$ cat config.mk
export PLATFORM = sky130hd
export DESIGN_NAME = cp_phase_seq
export DESIGN_NICKNAME = d
export VERILOG_FILES = /design/src/rtl/cpseq_pkg.sv /design/src/rtl/cpseq_timer.sv /design/src/rtl/cpseq_ratio_latch.sv /design/src/rtl/cpseq_switch_decode.sv /design/src/rtl/cp_phase_seq.sv
export SDC_FILE = /design/constraint.sdc
export NUM_CORES = 1
export LEC_CHECK = 0
export BUFFER_PORTS_ARGS = -buffer_cell sky130_fd_sc_hd__buf_4
export CAP_MARGIN = 10
export CORE_MARGIN = 5
export CORE_UTILIZATION = 42
export DETAILED_ROUTE_END_ITERATION = 16
export GPL_ROUTABILITY_DRIVEN = 0
export PLACE_DENSITY = 0.65
export SLEW_MARGIN = 20
export SYNTH_ARGS = -nofsm -noshare
export SYNTH_HDL_FRONTEND = slang
export SYNTH_SLANG_ARGS = --single-unit
$ cat constraint.sdc
create_clock -name clk -period 1.9 [get_ports clk]
set_input_delay 0.19 -clock clk [delete_from_list [all_inputs] [get_ports clk]]
set_output_delay 0.19 -clock clk [all_outputs]
set_load 0.03 [all_outputs]
$ cat src/rtl/cpseq_pkg.sv
package cpseq_pkg;

    typedef enum logic [1:0] {
        PAT_OFF  = 2'd0,
        PAT_1X   = 2'd1,
        PAT_1P5X = 2'd2,
        PAT_2X   = 2'd3
    } pat_e;

    // per-capacitor switch group
    typedef struct packed {
        logic bot_bat;
        logic top_out;
        logic bot_gnd;
        logic top_bat;
    } cap_sw_t;

    // full switch word: bit 0 pass, 1..4 cap A, 5..8 cap B, 9 series link
    typedef struct packed {
        logic    ser_link;
        cap_sw_t cap_b;
        cap_sw_t cap_a;
        logic    pass;
    } sw_t;

    function automatic pat_e decode_ratio(input logic [1:0] code);
        case (code)
            2'b01:   return PAT_1P5X;
            2'b10:   return PAT_2X;
            default: return PAT_1X;
        endcase
    endfunction

    function automatic int half_cycles(input longint clk_hz, input longint pump_hz);
        return int'(clk_hz / (2 * pump_hz));
    endfunction

    function automatic int dead_cycles(input longint clk_hz, input longint dead_ns);
        return int'((dead_ns * clk_hz + 64'd999_999_999) / 64'd1_000_000_000);
    endfunction

    function automatic cap_sw_t cap_charge();
        cap_sw_t c;
        c = '0;
        c.top_bat = 1'b1;
        c.bot_gnd = 1'b1;
        return c;
    endfunction

    function automatic cap_sw_t cap_deliver();
        cap_sw_t c;
        c = '0;
        c.bot_bat = 1'b1;
        c.top_out = 1'b1;
        return c;
    endfunction

endpackage

$ cat src/rtl/cpseq_timer.sv
module cpseq_timer #(
    parameter int HALF = 16,
    parameter int DEAD = 1,
    localparam int CW = (HALF > 1) ? $clog2(HALF) : 1
) (
    input  logic clk,
    input  logic rst,
    input  logic en,
    input  logic start,
    output logic boundary,
    output logic phase,
    output logic active
);
    localparam logic [CW-1:0] LAST     = CW'(HALF - 1);
    localparam logic [CW-1:0] DEAD_END = CW'(DEAD);

    logic [CW-1:0] cnt_q;
    logic          ph_q;

    assign boundary = start || (cnt_q == LAST);
    assign phase    = ph_q;
    assign active   = (cnt_q >= DEAD_END);

    always_ff @(posedge clk) begin
        if (rst || !en) begin
            cnt_q <= '0;
            ph_q  <= 1'b0;
        end else if (boundary) begin
            cnt_q <= '0;
            ph_q  <= start ? 1'b0 : ~ph_q;
        end else begin
            cnt_q <= cnt_q + 1'b1;
        end
    end
endmodule

$ cat src/rtl/cpseq_ratio_latch.sv
module cpseq_ratio_latch
    import cpseq_pkg::*;
(
    input  logic       clk,
    input  logic       rst,
    input  logic       en,
    input  logic       boundary,
    input  logic [1:0] mode,
    output pat_e       pat,
    output pat_e       prev_pat
);
    pat_e pat_q, prev_q;

    assign pat      = pat_q;
    assign prev_pat = prev_q;

    always_ff @(posedge clk) begin
        if (rst || !en) begin
            pat_q  <= PAT_OFF;
            prev_q <= PAT_OFF;
        end else if (boundary) begin
            prev_q <= pat_q;
            pat_q  <= decode_ratio(mode);
        end
    end
endmodule

$ cat src/rtl/cpseq_switch_decode.sv
module cpseq_switch_decode
    import cpseq_pkg::*;
(
    input  pat_e pat,
    input  pat_e prev_pat,
    input  logic phase,
    input  logic active,
    output sw_t  sw,
    output logic phi1,
    output logic phi2
);
    logic    run;
    cap_sw_t dbl [2];

    assign run  = (pat != PAT_OFF);
    assign phi1 = run && active && !phase;
    assign phi2 = run && active && phase;

    // doubling: capacitor k charges on the phase where phase == k
    for (genvar k = 0; k < 2; k++) begin : g_dbl
        assign dbl[k] = (phase == k[0]) ? cap_charge() : cap_deliver();
    end

    always_comb begin
        sw = '0;
        unique case (pat)
            PAT_1X: sw.pass = active || (prev_pat == PAT_1X);
            PAT_1P5X: begin
                if (active) begin
                    if (!phase) begin
                        sw.cap_a.top_bat = 1'b1;
                        sw.ser_link      = 1'b1;
                        sw.cap_b.bot_gnd = 1'b1;
                    end else begin
                        sw.cap_a = cap_deliver();
                        sw.cap_b = cap_deliver();
                    end
                end
            end
            PAT_2X: begin
                if (active) begin
                    sw.cap_a = dbl[0];
                    sw.cap_b = dbl[1];
                end
            end
            default: sw = '0;
        endcase
    end
endmodule

$ cat src/rtl/cp_phase_seq.sv
module cp_phase_seq
    import cpseq_pkg::*;
#(
    parameter int CLK_HZ  = 25_600_000,
    parameter int PUMP_HZ = 800_000,
    parameter int DEAD_NS = 35
) (
    input  logic       clk,
    input  logic       rst,
    input  logic       en,
    input  logic [1:0] mode,
    output logic       phi1_o,
    output logic       phi2_o,
    output logic [9:0] sw_o
);
    localparam int HALF = half_cycles(CLK_HZ, PUMP_HZ);
    localparam int DEAD = dead_cycles(CLK_HZ, DEAD_NS);

    logic boundary, phase, active;
    pat_e pat, prev_pat;
    sw_t  sw_d, sw_q;
    logic phi1_d, phi2_d, phi1_q, phi2_q;

    cpseq_timer #(.HALF(HALF), .DEAD(DEAD)) u_timer (
        .clk      (clk),
        .rst      (rst),
        .en       (en),
        .start    (pat == PAT_OFF),
        .boundary (boundary),
        .phase    (phase),
        .active   (active)
    );

    cpseq_ratio_latch u_latch (
        .clk      (clk),
        .rst      (rst),
        .en       (en),
        .boundary (boundary),
        .mode     (mode),
        .pat      (pat),
        .prev_pat (prev_pat)
    );

    cpseq_switch_decode u_dec (
        .pat      (pat),
        .prev_pat (prev_pat),
        .phase    (phase),
        .active   (active),
        .sw       (sw_d),
        .phi1     (phi1_d),
        .phi2     (phi2_d)
    );

    always_ff @(posedge clk) begin
        if (rst || !en) begin
            sw_q   <= '0;
            phi1_q <= 1'b0;
            phi2_q <= 1'b0;
        end else begin
            sw_q   <= sw_d;
            phi1_q <= phi1_d;
            phi2_q <= phi2_d;
        end
    end

    assign sw_o   = sw_q;
    assign phi1_o = phi1_q;
    assign phi2_o = phi2_q;
endmodule

# --- Word level (Yosys, flattened, before mapping) ---
# Cells that the tools add are included.
op_classes:
  addsub: 1
  magnitude_cmp: 1
  eq_ne: 7
  n_mux: 10
  bitwise: 4
  reduce_logical: 13
op_table:
  columns: ["operator", "n"]
  rows:
  - ["$mux 8", 2]
  - ["$pmux 8 s2", 1]
  - ["$mux 4", 2]
  - ["$eq 2x1->1 const B", 3]
  - ["$eq 2x2->1 const B", 3]
  - ["$add 4x1->4 const B", 1]
  - ["$eq 4x4->1 const B", 1]
  - ["$ge 4x1->1 const B", 1]
  - ["$not 1->1", 4]
  - ["$pmux 2 s2", 1]
  - ["$reduce_or 2->1", 2]
  - ["$logic_and 1x1->1", 3]
  - ["$logic_or 1x1->1", 3]
  - ["$mux 3", 1]
  - ["$reduce_or 3->1", 1]
  - ["$logic_not 1->1", 2]
  - ["$logic_not 2->1", 1]
  - ["$mux 1", 2]
  - ["$mux 2", 1]
  - ["$reduce_bool 2->1", 1]
totals:
  register_bits: 21
  input_bits: 5
  out_inout_bits: 12
  word_cells: 52

# --- Longest topological paths before layout ---
depth:
  word_depth: 3
  mapped_depth: 5
  depth_no_buf: 5

# --- Cells and area by module ---
# Synthesis repeated with hierarchy kept, for this count alone.
hier_totals:
  hier_cells: 87
  area_unflattened_um2: 873.3
modules_own_cells:
  columns: ["module", "instances", "cells_each", "area_per_inst_um2", "seq_area_each_um2"]
  rows:
  - ["cp_phase_seq", 1, 27, 367.9, 240.2]
  - ["cpseq_timer", 1, 26, 232.7, 100.1]
  - ["cpseq_ratio_latch", 1, 16, 160.2, 80.1]
  - ["cpseq_switch_decode", 1, 18, 112.6, 0.0]

# --- Worst setup path before layout ---
# OpenSTA, ideal clock, no wires.
synth_path:
  kind: "reg2reg"
  start: "reg u_timer.cnt_q[1]"
  end: "reg sw_q (netlist bit sw_o[0])"
  setup_time_ns: 0.125
  t_arrival_ns: 1.274
  required_ns: 1.775
  path_slack_ns: 0.501
  path_stages_with_launch: 6
  path_buffers: 0
  period_less_slack_ns: 1.399
  cell_sequence: "dfxtp_1 inv_1 ha_1 or4b_4 a21oi_1 nor4_1"
synth_between:
  elab_chain_len: 2
synth_lines:
  columns: ["item", "line", "text"]
  rows:
  - ["from (decl)", "cpseq_timer.sv:17", "logic [CW-1:0] cnt_q;"]
  - ["from (signal assigned)", "cpseq_timer.sv:32", "cnt_q <= cnt_q + 1'b1;"]
  - ["$ge 4x1->1", "cpseq_timer.sv:22", "assign active = (cnt_q >= DEAD_END);"]
  - ["$logic_or 1x1->1", "cpseq_switch_decode.sv:27", "PAT_1X: sw.pass = active || (prev_pat == PAT_1X);"]
  - ["to (signal assigned)", "cp_phase_seq.sv:60", "sw_q <= sw_d;"]
  - ["to (decl)", "cp_phase_seq.sv:21", "sw_t sw_d, sw_q;"]
# Every way passes these cells.
# A chain may end at the register's enable or synchronous reset.

# --- Worst setup path after layout ---
# Same ends and word-level chain as after synthesis.

==> flow_metrics.tcl <==
set metrics [dict create \
    status "finished, final reports clean" \
    maxSlewViolCount 0 \
    synth_most_common_cell "dfxtp_1" \
    wire_per_inst_um 10.93 \
    critPathKind "flip-flop to flip-flop" \
    internal-power_mw 0.5019 \
    ys_seq_area_share_pct 52.60 \
    core_um2 1689 \
    fmax_mhz 681.3 \
    dr.pass1.iters 6 \
    slew_headroom_pct 62.19 \
    power_frac_clock_pct 30.7 \
    routed_wl_mm 1.159 \
    whs_endpoint "u_latch.pat[1]$_SDFFE_PP0P_" \
    fillers 158 \
    comb_power_share_pct 6.1 \
    overflow 0 \
    yosys-top-cells-count "dfxtp_1, nor2_1, inv_1" \
    root_buffer "clkbuf_4" \
    yosysTopAreaCell "dfxtp_1" \
    worst_slew_pin_slew_ps 561.2 \
    syn2layout_area_growth_pct 19.72 \
    finalSetupTns_ps 0 \
    cp_max_fo 4 \
    cts_tree "yes" \
    drt_iter0_markers 12 \
    pre_cts_slack_ps 438.0 \
    path_delay_family "simple AND/OR/NAND/NOR gates" \
    synth.area.top_cells "dfxtp_1, ha_1, nor2_1" \
    p_switching_mw 0.1479 \
    syn_avg_cell_area_um2 9.773 \
    die_area_um2 2652 \
    p_sw_share_pct 22.76 \
    rrSetupSlack_ps 430 \
    synth_area_um2 723.2 \
    min_from "rst" \
    setup_viol 0 \
    die_h_um 51.50 \
    slowest_delay_ps 570 \
    power_mw 0.6498 \
    path_cells "inv_1 -> ha_1 -> or4b_4 -> a21oi_1 -> nor4_1" \
    regArea_um2 380.4 \
    num_vias 524 \
    async_flop_share_pct 0 \
    seqPwrFrac_pct 63.2 \
    ys_ff_latch 19 \
    whs_path_depth 3 \
    routed_via_density 4.943 \
    io_pins 17 \
    ys_types 24 \
    cap_violations 0 \
    synthFlopType "dfxtp_1" \
    synth_top_area_share_pct 52.60 \
    dpl.hpwl_um 883.5 \
    grt_pass1_wl_mm 2.028 \
    cts_hold_buf 0 \
    period_share_pct 77.25 \
    arrival_ps 1660 \
    die_w_um 51.50 \
    r2r_end "sw_o[0]$_SDFF_PP0_" \
    post_cts_buffers 0 \
    start_util_pct 42.81 \
    diodes 0 \
    clock_skew_ps 4.671 \
    drc 0 \
    drive_above_1_share_pct 26.97 \
    timing.rr.start "u_timer.cnt_q[1]$_SDFF_PP0_" \
    clkTransAtPathRegs_ps 100 \
    leakagePower_nw 0.3766 \
    critical_path_required_ps 2090 \
    finalHoldViolations 0 \
    cts-resized-gates 0 \
    timing.final.ws_setup_ps 432.2 \
    synth-edff-count 0 \
    track_usage_pct 10.85 \
    antenna_found_initial 0 \
    h-tree-depth 1 \
    cts.path.max_buffers 2 \
    hp-class "primary input to flip-flop" \
    fin_nets 99 \
    worst_path_max_delay_cell "or4b_4" \
    cp-end-kind "flip-flop" \
    rows 15 \
    vdd_drop_max_mv 0.3591 \
    path_buf_inv 1 \
    yosysWarnings 0 \
    syn_nets 83 \
    p_per_area_nw_per_um2 750.5 \
    worstRegToRegCells 5 \
    synth_cells 74 \
    clk_latency_ps 300 \
    portBuffers 16 \
    grt_setup_unrepaired "no" \
    grt_pass1_vias 472 \
    cts_made_buffers 3 \
    start_kind "flip-flop" \
    period_needed_ps 1468 \
    grt_max_degree 12 \
    multi_input_area_um2 294.0 \
    cts.sinks 19 \
    postRouteAntennaNets 0 \
]
## power groups by stage
| stage | clock network (mW) | registers, mW | logic (mW) |
|---|---|---|---|
| 2_1_floorplan | 0 | 0.418 | 0.0293 |
| 3_3_place_gp | 0 | 0.420 | 0.0396 |
| 3_5_place_dp | 0 | 0.420 | 0.0402 |
| 4_1_cts | 0.209 | 0.410 | 0.0405 |
| 5_1_grt | 0.230 | 0.412 | 0.0455 |
| 6_report | 0.199 | 0.410 | 0.0399 |
## stage by stage
stage	hold slack (ps)	cell area, um2	util, %	cells
floorplan	388.7	723.2	-	74
global placement	468.3	838.3	49.63	102
detailed placement	464.3	838.3	49.63	102
CTS	222.6	865.8	51.26	106
global route	254.0	865.8	51.26	106
finish	230.0	865.8	51.26	106
## sequential cells by signal, indices dropped and copies added, names as in the netlist
| name | cells |
|---|---|
| u_latch.prev_pat | 2 |
| u_timer.cnt_q | 4 |
| phi1_o | 1 |
| sw_o | 8 |
| u_latch.pat | 2 |
| phi2_o | 1 |
| u_timer.phase | 1 |
## cell type report
cell class                 instances  share of cell area [%]
sequential                        19                   43.93
inverter                           6                   2.601
multi-input combinational         44                   33.96
clock buffer                       3                   2.601
tap                               17                   2.457
clock inverter                     1                  0.5780
timing repair buffer              16                   13.87
## worst min-delay path, stage by stage
cell and delay (ps):
buf_4 80, nand2b_1 170, a21oi_1 60
## placed cells by master, fill, tap and decap left out
cell,count
dfxtp_1,19
buf_4,16
nor2_1,7
inv_1,6
nor3_1,5
a21oi_1,4
ha_1,4
and3_1,3
nand3_1,3
nand2_1,3
clkbuf_4,3
o21ai_0,2
xnor2_1,2
or4b_4,1
nand2b_1,1
and3_2,1
and2b_2,1
xor2_1,1
o31ai_1,1
a21o_1,1
a32o_1,1
nand3_4,1
nor2b_1,1
nor4_1,1
clkinv_2,1
## metal layers
metal / wire [um] / GRT usage, % / up-vias
met5: 0 / 0 / -
met4: 44 / 11.79 / 0
met3: 73 / 1.719 / 4
met2: 512 / 14.19 / 21
met1: 528 / 14.16 / 224
li1: - / - / 275
## cells by family (layout without fill, tap and decap cells)
group | count (synthesis) | in the layout | synth area share, %
AOI/OAI and AO/OA | 9 | 9 | 7.613
DFF | 19 | 19 | 52.59
xor gates and xnor gates | 3 | 3 | 3.634
adders and majority gates | 4 | 4 | 6.921
and+or+nand+nor | 28 | 28 | 22.49
buffers and inverters | 11 | 26 | 6.746
## worst max-delay path by stage
stage	startpoint	cells past startpoint	slack, ps	to
floorplan	u_timer.cnt_q[1]$_SDFF_PP0_	5	500	sw_o[0]$_SDFF_PP0_
global placement	u_timer.cnt_q[1]$_SDFF_PP0_	5	470	sw_o[0]$_SDFF_PP0_
detailed placement	u_timer.cnt_q[1]$_SDFF_PP0_	5	440	sw_o[0]$_SDFF_PP0_
CTS	u_timer.cnt_q[1]$_SDFF_PP0_	5	420	sw_o[0]$_SDFF_PP0_
global route	u_timer.cnt_q[1]$_SDFF_PP0_	5	350	sw_o[0]$_SDFF_PP0_
finish	u_timer.cnt_q[1]$_SDFF_PP0_	5	430	sw_o[0]$_SDFF_PP0_
Power figures use the tool's default switching activity.
